`config.mk`:
```
export PLATFORM = sky130hd
export DESIGN_NAME = redundancy_supervisor
export DESIGN_NICKNAME = d
export VERILOG_FILES = /design/src/rtl/redundancy_supervisor.sv
export SDC_FILE = /design/constraint.sdc
export NUM_CORES = 1
export LEC_CHECK = 0
export BUFFER_PORTS_ARGS = -buffer_cell sky130_fd_sc_hd__buf_2
export CORE_MARGIN = 4
export CORE_UTILIZATION = 43
export DETAILED_ROUTE_END_ITERATION = 12
export PLACE_DENSITY_LB_ADDON = 0.08
export SETUP_SLACK_MARGIN = 0.5
export SLEW_MARGIN = 20
export SYNTH_ARGS = -nofsm -noshare
export SYNTH_HDL_FRONTEND = slang
export SYNTH_SLANG_ARGS = --single-unit
export TNS_END_PERCENT = 5
```
`constraint.sdc`:
```
create_clock -name clk -period 2 [get_ports clk]
set_input_delay 0.4 -clock clk [delete_from_list [all_inputs] [get_ports clk]]
set_output_delay 0.4 -clock clk [all_outputs]
set_load 0.05 [all_outputs]
```
`src/rtl/redundancy_supervisor.sv`:
```
module redundancy_supervisor #(
  parameter int W = 8
) (
  input  logic         clk,
  input  logic         rst_n,
  input  logic [W-1:0] unit1_out,
  input  logic [W-1:0] unit2_out,
  input  logic [W-1:0] unit3_out,
  input  logic [W-1:0] voted_word,
  input  logic [2:0]   voter_rpt,
  input  logic         cmd_valid,
  input  logic [2:0]   cmd_op,
  input  logic [1:0]   cmd_unit,
  output logic [2:0]   unit_en,
  output logic         det_en,
  output logic         vote_en,
  output logic [1:0]   sel,
  output logic [W-1:0] sys_out,
  output logic         mismatch,
  output logic [7:0]   status
);
  localparam logic [1:0] M_SIM = 2'b00;
  localparam logic [1:0] M_DUP = 2'b01;
  localparam logic [1:0] M_TRI = 2'b10;

  logic [1:0] mode_q, pick_q;
  logic       ovr_q, rep_q, mm_q;
  logic [2:0] rpt_q;

  wire do_sim = cmd_valid && cmd_op == 3'b001 && cmd_unit != 2'b11;
  wire do_dup = cmd_valid && cmd_op == 3'b010;
  wire do_tri = cmd_valid && cmd_op == 3'b011;
  wire do_rel = cmd_valid && cmd_op == 3'b100;
  wire do_clr = cmd_valid && cmd_op == 3'b101;

  assign det_en   = mode_q == M_DUP;
  assign vote_en  = mode_q == M_TRI;
  assign mismatch = det_en && (unit1_out != unit2_out);
  assign unit_en  = (mode_q == M_SIM) ? (3'b001 << pick_q) : (det_en ? 3'b011 : 3'b111);
  assign sel      = (mode_q == M_SIM) ? pick_q : (det_en ? 2'b00 : 2'b11);
  assign status   = {ovr_q, rep_q, mm_q, rpt_q, mode_q};

  always_comb begin
    case (sel)
      2'b00:   sys_out = unit1_out;
      2'b01:   sys_out = unit2_out;
      2'b10:   sys_out = unit3_out;
      default: sys_out = voted_word;
    endcase
  end

  always_ff @(posedge clk or negedge rst_n) begin
    if (!rst_n) begin
      mode_q <= M_DUP;
      pick_q <= 2'b00;
      ovr_q  <= 1'b0;
      rep_q  <= 1'b0;
      mm_q   <= 1'b0;
      rpt_q  <= 3'b000;
    end else begin
      if (vote_en) rpt_q <= voter_rpt;
      if (do_clr) begin
        rep_q <= 1'b0;
        mm_q  <= 1'b0;
      end else begin
        if (vote_en && voter_rpt == 3'b111) rep_q <= 1'b1;
        if (mismatch) mm_q <= 1'b1;
      end
      if (do_sim) begin
        mode_q <= M_SIM;
        pick_q <= cmd_unit;
        ovr_q  <= 1'b1;
      end else if (do_dup) begin
        mode_q <= M_DUP;
        ovr_q  <= 1'b1;
      end else if (do_tri) begin
        mode_q <= M_TRI;
        ovr_q  <= 1'b1;
      end else if (do_rel) begin
        ovr_q  <= 1'b0;
      end else if (mismatch && !ovr_q) begin
        mode_q <= M_TRI;
      end
    end
  end

  assert_auto_promote_R3: assert property (@(posedge clk) disable iff (!rst_n)
    (mismatch && !status[7] && !cmd_valid) |=> (vote_en && !det_en && unit_en == 3'b111 && sel == 2'b11));

  assert_duplex_unit1_R4: assert property (@(posedge clk) disable iff (!rst_n)
    det_en |-> (sys_out == unit1_out));

  assert_simplex_single_R5: assert property (@(posedge clk) disable iff (!rst_n)
    (!det_en && !vote_en) |-> ($countones(unit_en) == 1));

  assert_voted_route_R6: assert property (@(posedge clk) disable iff (!rst_n)
    (sel == 2'b11) |-> (sys_out == voted_word));

  assert_repair_set_R8: assert property (@(posedge clk) disable iff (!rst_n)
    (vote_en && voter_rpt == 3'b111 && !(cmd_valid && cmd_op == 3'b101)) |=> status[6]);

  assert_override_hold_R9: assert property (@(posedge clk) disable iff (!rst_n)
    (status[7] && !cmd_valid) |=> $stable(status[1:0]));

  assert_detector_gated_R2: assert property (@(posedge clk) disable iff (!rst_n)
    !det_en |-> !mismatch);
endmodule

```
==> metrics.txt, run 1 <==
largest net degree at the start of global routing=18; Total Power=1.87 mW; sequential share of the synthesized area=0.277; Distinct cells, synth=28; Max Root-Sink Buffers=2; area leader, netlist=dfrtp_1; Vias/cell=5.38; R2R depth=3; # DRC=0; area grow syn2layout=79.9%; Worst Path Required=1.60 ns; status=complete, but fails checks; Post-Syn Area per Cell=6.87 sq um; hpwl dp=2420 um; Synthesized Nets=175; H-tree Lvls=1; CP arrival=1.67 ns; clk sinks=10; highest clock rate=0.484 GHz; initial antenna violation count=0; Crit-path slowest cell=dfstp_4; final non-filler cell total=229; # IOs=67; #FFs+latches synth=10; Worst Tran Pin Value=0.281 ns; cts bufs inserted=3; Clock Latency Late Sink=0.27 ns; worst-path fanout max=8; CP Class=reg -> out; Die H=53.9 um; Post-synth EDFFs=0; fraction of layout cells with a size suffix above 1=0.525; Core ar.=1980 sq um; WL final=3240 um; utilization after layout=0.823; via count=1232; Synth Flop Type=dfrtp_1; r2r endpoint=mode_q[1]; Max-slew headroom=0.813; Port Buffers=66; Buf/Inv on CP=2; Mapped Area=907 sq um; Leak=0.743 nW; DRT antenna net count=0; top cells by area, synth=dfrtp_1 25%, a21oi_1 14%, nand2_1 11%, xnor2_1 7.7%, o21ai_0 6.1%; final period utilization=1.03; gr ovfl total=0; GP Congestion=0.734; RSZ-0062 raised after global routing=true; Hold Crit Depth=3; Max Cap Viol=0; Startpoint Class=register; CP cell instances=inv_6 -> a31oi_4 -> nor2_1 -> a21oi_4 -> buf_6; first-pass GRT wire length=5200 um; Final Skew=0.00393 ns; VDD IR max=0.000694 V; die area=2910 sq um; # diodes=0; Cells after Synth=132; Syn. warnings=0; R2R Setup Slk=0.75 ns; final-report max-slew violation count=0; Detailed Routing Iterations Pass 1=3; initial core utilization=0.458; Final nets=246; class of the most critical hold timing path=in -> reg; setup ws final=-0.0672 ns; Clk Tree Root Cell=clkbuf_4; Fin. Hold Viols=0; top-area cell type share of the netlist area=0.248; P per Cell Area=1150 nW/um^2; Final min period=2.07 ns; failing checks=setup timing; asr flop ratio synth=1.00; CTS clock-pin slew for the worst setup and hold paths=0.07 ns; iteration-0 DRC count of the detailed router=11; number of global-route vias before repair=1248; wire per inst=14.2 um; TritonCTS clock tree=yes; Worst R2R Start=mode_q[0]; worst hold start=voter_rpt[0]; die width=53.9 um; final setup vio count=8; Place WS=0.116 ns; Worst path max stage delay=0.64 ns; GRT Overall Usage=0.245; row count=16; commonest cells in the netlist=26 x a21oi_1, 26 x nand2_1, 13 x nor2_1; CP endpoint kind=primary output; worst hold endpoint=rpt_q[0]; crit-path leading delay family=flip-flops; dpl cells=221
-- state kept, by name, summed over array words and instances, names as in the netlist --
| name | cells |
|---|---|
| ovr_q | 1 |
| pick_q | 2 |
| mm_q | 1 |
| rep_q | 1 |
| rpt_q | 3 |
| mode_q | 2 |
-- layout by cell type, fill, tap and decap left out, drive strengths merged, types with 3 or more instances in the layout --
| master | count |
|---|---|
| nor2 | 13 |
| dfrtp | 9 |
| clkbuf | 4 |
| a31oi | 3 |
| nand2 | 26 |
| xnor2 | 8 |
| a21oi | 27 |
| nor2b | 3 |
| inv | 6 |
| buf | 73 |
| o21ai | 13 |
-- area by class of cell --
cell class,instances,area [sq um]
inverters,6,32.5
multi-input cells,108,742
well taps,27,33.8
repair buffers,74,528
fillers,131,350
flip-flops and latches,10,259
clock buffers,4,36.3
-- worst min-delay path: stages --
cell and delay, ns:
buf_2 0.09, nand2_1 0.04, nand2_1 0.05
-- what timing repair did --
action                                 in CTS  in global routing
setup endpoints to repair                  17                 18
pin swaps                                   3                  1
resized for setup                          40                  9
hold buffers                                1                  0
endpoints found under the hold margin       9                  0
setup buffers                               3                  0
-- report_power, final --
part           switching (mW)  leakage (nW)  internal, mW  total, mW
logic                   0.891         0.604         0.470       1.36
registers              0.0542         0.118         0.266      0.320
clock network          0.0776        0.0210         0.111      0.188
total                    1.02         0.743         0.847       1.87
-- metrics by stage --
stage / setup TNS (ns) / hold slack [ns] / instance area, sq um
after global placement: 0 / 0.262 / 1400
after CTS: -0.358 / 0.344 / 1600
after floorplan: 0 / 0.104 / 1040
after detailed placement: 0 / 0.265 / 1400
after global routing: -0.956 / 0.350 / 1630
final: -0.371 / 0.337 / 1630
-- layer usage --
metal  wire length [um]  track usage
met4                 59        0.102
met2               1740        0.444
met1               1240        0.268
met3                200       0.0582
met5                  0            0
-- how the worst max path moves through the flow --
| stage | from | end | cells past startpoint | slack, ns |
|---|---|---|---|---|
| 2_1_floorplan | mode_q[0] | sys_out[0] | 4 | 0.13 |
| 3_3_place_gp | mode_q[0] | sys_out[0] | 5 | 0.15 |
| 3_5_place_dp | mode_q[0] | sys_out[1] | 5 | 0.12 |
| 4_1_cts | pick_q[1] | sys_out[2] | 6 | -0.05 |
| 5_1_grt | pick_q[1] | sys_out[0] | 6 | -0.13 |
| 6_report | mode_q[0] | sys_out[4] | 5 | -0.07 |
-- cell families after synthesis --
kind of cell,after synthesis,synth area share
compound gates,49,0.312
xor+xnor,8,0.0772
buf+inv,14,0.0759
flops,10,0.277
mux,2,0.0248
simple gates,49,0.233
Note: power is estimated with default switching activity, not from simulation.
==> run 2, diff against run 1 <==
--- a/config.mk
+++ b/config.mk
@@ -7,7 +7,7 @@
 export LEC_CHECK = 0
 export BUFFER_PORTS_ARGS = -buffer_cell sky130_fd_sc_hd__buf_2
 export CORE_MARGIN = 4
-export CORE_UTILIZATION = 43
+export CORE_UTILIZATION = 40
 export DETAILED_ROUTE_END_ITERATION = 12
 export PLACE_DENSITY_LB_ADDON = 0.08
 export SETUP_SLACK_MARGIN = 0.5
==> constraint.sdc (replaced) <==
create_clock -name clk -period 2.1 [get_ports clk]
set_input_delay 0.42 -clock clk [delete_from_list [all_inputs] [get_ports clk]]
set_output_delay 0.42 -clock clk [all_outputs]
set_load 0.05 [all_outputs]
==> run 2 against run 1 <==
- the run now ends clean
- first-iteration DRC count rose to 2.8 times the previous value
- critical path depth rose by 1
- utilization decreased by 0.41 points
- largest cell class unchanged
- largest power group unchanged
==> metrics.txt, run 2 (synthesized netlist as in run 1, its figures left out) <==
Max Root-Sink Buffers=2 (unchanged); # DRC=0 (unchanged); design area=1690 sq um (+3.5%); CP cell instances=inv_8 -> a21oi_4 -> buf_6 -> a21oi_2 -> a21oi_4 -> buf_8; Final Skew=0.00251 ns (-0.00142 ns); fillers=139 (+6.1%); worst-path fanout max=4 (-4); GP Congestion=0.814 (+11%); max FFs per register=3 (unchanged); Max Cap Viol=0 (unchanged); first-pass GRT wire length=5460 um (+5.0%); Core ar.=2060 sq um (+4.0%); die area=3090 sq um (+6.4%); gr ovfl total=0 (unchanged); hold slack=0.353 ns (+0.0159 ns); final-report max-slew violation count=0 (unchanged); TritonCTS clock tree=yes; fraction of layout cells with a size suffix above 1=0.585 (+0.0606); most frequent cells in the layout=50 x buf_2, 24 x nand2_1, 13 x buf_6, 10 x a21oi_1, 9 x a21oi_4; cts bufs inserted=3 (unchanged); Final min period=2.04 ns; Startpoint Class=register; Placed Area=1400 sq um (unchanged); Clock Latency Late Sink=0.28 ns (about the same); hpwl dp=2340 um (-3.0%); RSZ-0062 raised after global routing=true; DRT antenna net count=0 (unchanged); final period utilization=0.970; Detailed Routing Iterations Pass 1=4 (+1); Final nets=249 (+1.2%); Fin. Hold Viols=0 (unchanged); wire per inst=13.9 um (-1.6%); VDD IR max=0.000787 V (+13%); Comb power frac=0.735 (+0.007); GRT Overall Usage=0.218 (-0.0265); Vias/cell=5.25 (-2.3%); class of the most critical hold timing path=in -> reg; iteration-0 DRC count of the detailed router=31 (+20); row count=16 (unchanged); WL final=3230 um (-0.28%); area grow syn2layout=86.2%; H-tree Lvls=1 (unchanged); initial core utilization=0.440 (-0.0178); largest net degree at the start of global routing=16 (-2); CP arrival=1.62 ns (-0.05 ns); Worst Path Required=1.68 ns (+0.08 ns); Port Buffers=66 (unchanged); sequential share of power=0.166 (-0.005); P_sw=0.977 mW (-4.5%); # IOs=67 (unchanged); clock share of power=0.099 (-0.002); Clk Tree Root Cell=clkbuf_4; CP Class=reg -> out; final setup vio count=0 (-8); Worst path max stage delay=0.65 ns (about the same); Buf/Inv on CP=3 (+1); P per Cell Area=1070 nW/um^2 (-6.5%); Crit-path slowest cell=dfstp_4; initial antenna violation count=0 (unchanged); status=finished clean; highest clock rate=0.491 GHz; crit-path leading delay family=flip-flops; switching share of power=0.540 (-0.00678); CTS clock-pin slew for the worst setup and hold paths=0.07 ns (about the same); P_int=0.832 mW (-1.8%); # diodes=0 (unchanged); clk sinks=10 (unchanged); most common cell after layout, fill and taps aside=buf_2; Regs by FF count=rpt_q x3, mode_q x2, pick_q x2; die width=55.6 um (+3.1%); register with the most flip-flops=rpt_q; CP endpoint kind=primary output; Die H=55.6 um (+3.1%); Max-slew headroom=0.827 (+0.0138); Worst Tran Pin Value=0.257 ns (-0.0234 ns); Leak=0.757 nW (+1.9%); number of global-route vias before repair=1218 (-2.4%); TNS Setup=0 ns (+0.371 ns); via count=1219 (-1.1%); Most common cell on crit path=a21oi_4
==> run 2: cell types whose count changed in the layout (fill, tap and decap cells not counted), moves of 2 or more <==
cell     change
nor2_1       -8
nor2_2       +8
a21oi_1      -3
a21oi_2      +3
buf_6        +3
buf_4        -2
==> run 2: per-stage QoR <==
| step | total power [mW] | setup WS, ns | std cells | util |
|---|---|---|---|---|
| after floorplan | 1.18 | 0.209 | 132 | - |
| after global placement | 1.38 | 0.226 | 221 | 0.678 |
| after detailed placement | 1.40 | 0.206 | 221 | 0.678 |
| after CTS | 1.75 | 0.0571 | 232 | 0.783 |
| after global routing | 1.91 | -0.0205 | 232 | 0.819 |
| final | 1.81 | 0.0640 | 232 | 0.819 |
==> run 2: final cells by class <==
cell class | instances | area (sq um) | share of cell area
Multi-Input combinational cell | 108 | 768 | 0.455
Timing Repair Buffer | 77 | 559 | 0.331
Sequential cell | 10 | 259 | 0.153
Clock buffer | 4 | 36.3 | 0.0215
Tap cell | 27 | 33.8 | 0.0200
Inverter | 6 | 32.5 | 0.0193
==> run 2: worst paths after layout <==
path                         startpoint          to  slack, ns  cells past startpoint
max                           mode_q[0]  sys_out[7]       0.06                      6
min                        voter_rpt[0]    rpt_q[0]       0.35                      3
max reg2reg                   mode_q[0]       rep_q       0.77                      6
min reg2reg                    rpt_q[2]    rpt_q[2]       0.48                      2
max in group asynchronous         rst_n   mode_q[0]       1.31                      2
min in group asynchronous         rst_n       rep_q       0.53                      2
==> run 2: power groups by stage <==
stage | registers, mW | clock network, mW | logic (mW)
global route | 0.312 | 0.195 | 1.40
finish | 0.301 | 0.178 | 1.33
CTS | 0.298 | 0.183 | 1.26
global placement | 0.300 | 0 | 1.08
detailed placement | 0.303 | 0 | 1.10
floorplan | 0.392 | 0 | 0.790
==> run 2: layer usage <==
layer  track usage  up-vias  routed length, um
met5             0        -                  0
met2         0.368       53               1650
li1              -      599                  -
met1         0.261      556               1260
met3        0.0510       11                216
met4        0.0972        0                103
==> run 2: repair_timing <==
action,CTS,global route
setup endpoints to repair,17,17
setup buffers,6,0
gates resized for setup,36,31
hold buffers,1,0
endpoints found under the hold margin,9,0
pin swaps,2,2
==> run 2: worst reg2reg max path: cells and delay by family (launching register included) <==
kind,cells,cell delay [ns]
AOI/OAI and AO/OA,1,0.22
and+or+nand+nor,2,0.13
buffers and inverters,3,0.22
DFF,1,0.65
==> run 3, diff against run 2 <==
--- a/config.mk
+++ b/config.mk
@@ -10,6 +10,7 @@
 export CORE_UTILIZATION = 40
 export DETAILED_ROUTE_END_ITERATION = 12
 export PLACE_DENSITY_LB_ADDON = 0.08
+export REMOVE_ABC_BUFFERS = 1
 export SETUP_SLACK_MARGIN = 0.5
 export SLEW_MARGIN = 20
 export SYNTH_ARGS = -nofsm -noshare
==> run 3 against run 2 <==
- utilization decreased by 15 points
- count of clock-buffer cells in the layout unchanged
- worst setup slack improved by 0.015 ns
- hold slack got worse by 0.35 ns
- critical endpoint is now sys_out[5]
- combinational power decreased by 20%
- sequential share of layout area increased by 2.9 points
- via count decreased by 7.4%
- largest cell class unchanged
- largest power group unchanged
- first-iteration DRC count decreased by 65%
- clock skew increased by 0.0028 ns
- flip-flop and latch count unchanged
- cell area decreased by 18%
- routed wire length decreased by 11%
==> metrics.txt, run 3 (synthesized netlist as in run 1, its figures left out) <==
hold_buf cts=0 (-1); GP Congestion=0.764 (-6.1%); Place WS=0.256 ns (+0.0497 ns); row count=16 (unchanged); CP endpoint kind=primary output; CP Class=reg -> out; iteration-0 DRC count of the detailed router=11 (-65%); Final nets=243 (-2.4%); r2r endpoint=rep_q; Worst Path Required=1.68 ns (about the same); CP arrival=1.60 ns (-0.02 ns); worst-path fanout max=8 (+4); Core ar.=2060 sq um (unchanged); DRT antenna net count=0 (unchanged); class of the most critical hold timing path=in -> async; dpl cells=221 (unchanged); initial antenna violation count=0 (unchanged); most frequent cells in the layout=53 x buf_2, 26 x nand2_1, 20 x a21oi_1, 15 x buf_4, 13 x nor2_1; Port Buffers=66 (unchanged); # IOs=67 (unchanged); Final Skew=0.00529 ns (+0.00278 ns); highest clock rate=0.495 GHz (+0.76%); die width=55.6 um (unchanged); cts bufs inserted=3 (unchanged); Max-slew headroom=0.727 (-0.0996); Max Root-Sink Buffers=2 (unchanged); Max Cap Viol=0 (unchanged); RSZ-0062 raised after global routing=true; WL final=2860 um (-11%); clk sinks=10 (unchanged); setup ws final=0.0794 ns (+0.0154 ns); TritonCTS clock tree=yes; hpwl dp=2240 um (-4.3%); Multi-input gate area=618 sq um (-20%); CTS clock-pin slew for the worst setup and hold paths=0.07 ns (about the same); # DRC=0 (unchanged); final non-filler cell total=226 (-2.6%); GRT Overall Usage=0.178 (-0.0399); DR WL met3=208 um (-3.7%); final setup vio count=0 (unchanged); R2R depth=5 (-1); met1 wire length=1220 um (-3.5%); Leak=0.677 nW (-11%); Startpoint Class=register; Placed Area=1250 sq um (-10%); highest routed layer=met4; Clock Latency Late Sink=0.26 ns (-0.02 ns); Fin. Hold Viols=0 (unchanged); fillers=193 (+39%); most common cell after layout, fill and taps aside=buf_2; design area=1380 sq um (-18%); sequential cell area=253 sq um (-2.4%); gr ovfl total=0 (unchanged); die area=3090 sq um (unchanged); # diodes=0 (unchanged); register with the most flip-flops=rpt_q; final period utilization=0.962 (-0.00732); H-tree Lvls=1 (unchanged); number of global-route vias before repair=1095 (-10%); area grow syn2layout=52.6%; via count=1129 (-7.4%); P per Cell Area=1090 nW/um^2 (+2.0%); Detailed Routing Iterations Pass 1=4 (unchanged); Final min period=2.02 ns (-0.0154 ns); final-report max-slew violation count=0 (unchanged); initial core utilization=0.440 (unchanged); status=finished clean; Total Power=1.51 mW (-16%); largest net degree at the start of global routing=14 (-2); first-pass GRT wire length=4570 um (-16%); max FFs per register=3 (unchanged); fraction of layout cells with a size suffix above 1=0.442 (-0.143); Worst R2R Start=mode_q[0]; R2R Setup Slk=0.87 ns (+0.10 ns); VDD IR max=0.000662 V (-16%); Clk Tree Root Cell=clkbuf_4; wire per inst=12.7 um (-9.1%); Die H=55.6 um (unchanged); met2 wire length=1420 um (-14%); Vias/cell=5.00 (-4.9%); Worst Tran Pin Value=0.409 ns (+0.152 ns); Regs by FF count=rpt_q x3, mode_q x2, pick_q x2
[run 3: changes by cell type in the layout (fill, tap and decap cells not counted), moves of 2 or more]
cell,previous run,this run
buf_6,13,2
a21oi_1,10,20
buf_4,6,15
nor2_1,4,13
a21oi_4,9,1
nor2_2,8,0
buf_8,4,0
o21ai_2,4,0
buf_2,50,53
o21ai_0,8,11
a21oi_2,8,6
inv_1,2,4
nand2_1,24,26
[run 3: power breakdown]
group / internal [mW] / switching, mW
logic: 0.320 / 0.737
clock network: 0.105 / 0.0619
registers: 0.249 / 0.0381
[run 3: worst max path at each step]
stage	startpoint	end	cells past startpoint
floorplan	mode_q[0]	mismatch	4
global placement	pick_q[0]	sys_out[3]	5
detailed placement	pick_q[1]	sys_out[3]	5
CTS	pick_q[1]	sys_out[6]	6
global route	pick_q[1]	sys_out[4]	6
finish	pick_q[1]	sys_out[5]	6
[run 3: metrics by stage]
step	util	setup TNS, ns	hold WS, ns
2_1_floorplan	-	-3.41	0.124
3_3_place_gp	0.609	0	0.281
3_5_place_dp	0.609	0	0.290
4_1_cts	0.655	0	0.00298
5_1_grt	0.671	0	0.00971
6_report	0.671	0	0.00277
[run 3: area by class of cell]
type,instances,area share
Tap cell,27,0.0244
Timing Repair Buffer,71,0.304
Inverter,6,0.0163
Clock buffer,4,0.0262
Sequential cell,10,0.183
Multi-Input combinational cell,108,0.447
[run 3: metal layers]
layer,GRT usage,vias to the layer above
li1,-,587
met1,0.216,498
met2,0.307,42
met3,0.0441,2
met4,0.0556,0
met5,0,-
[run 3: what timing repair did]
| item | CTS | global route |
|---|---|---|
| endpoints found under the setup margin | 17 | 17 |
| pin swaps | 11 | 1 |
| resized for setup | 12 | 16 |
| setup buffers | 1 | 0 |
[run 3: worst max-delay path: stages (launching register included)]
cell and delay [ns]:
dfrtp_1 0.39, or2_4 0.25, a21oi_4 0.14, buf_12 0.15, a21oi_2 0.06, a21oi_2 0.13, buf_4 0.21
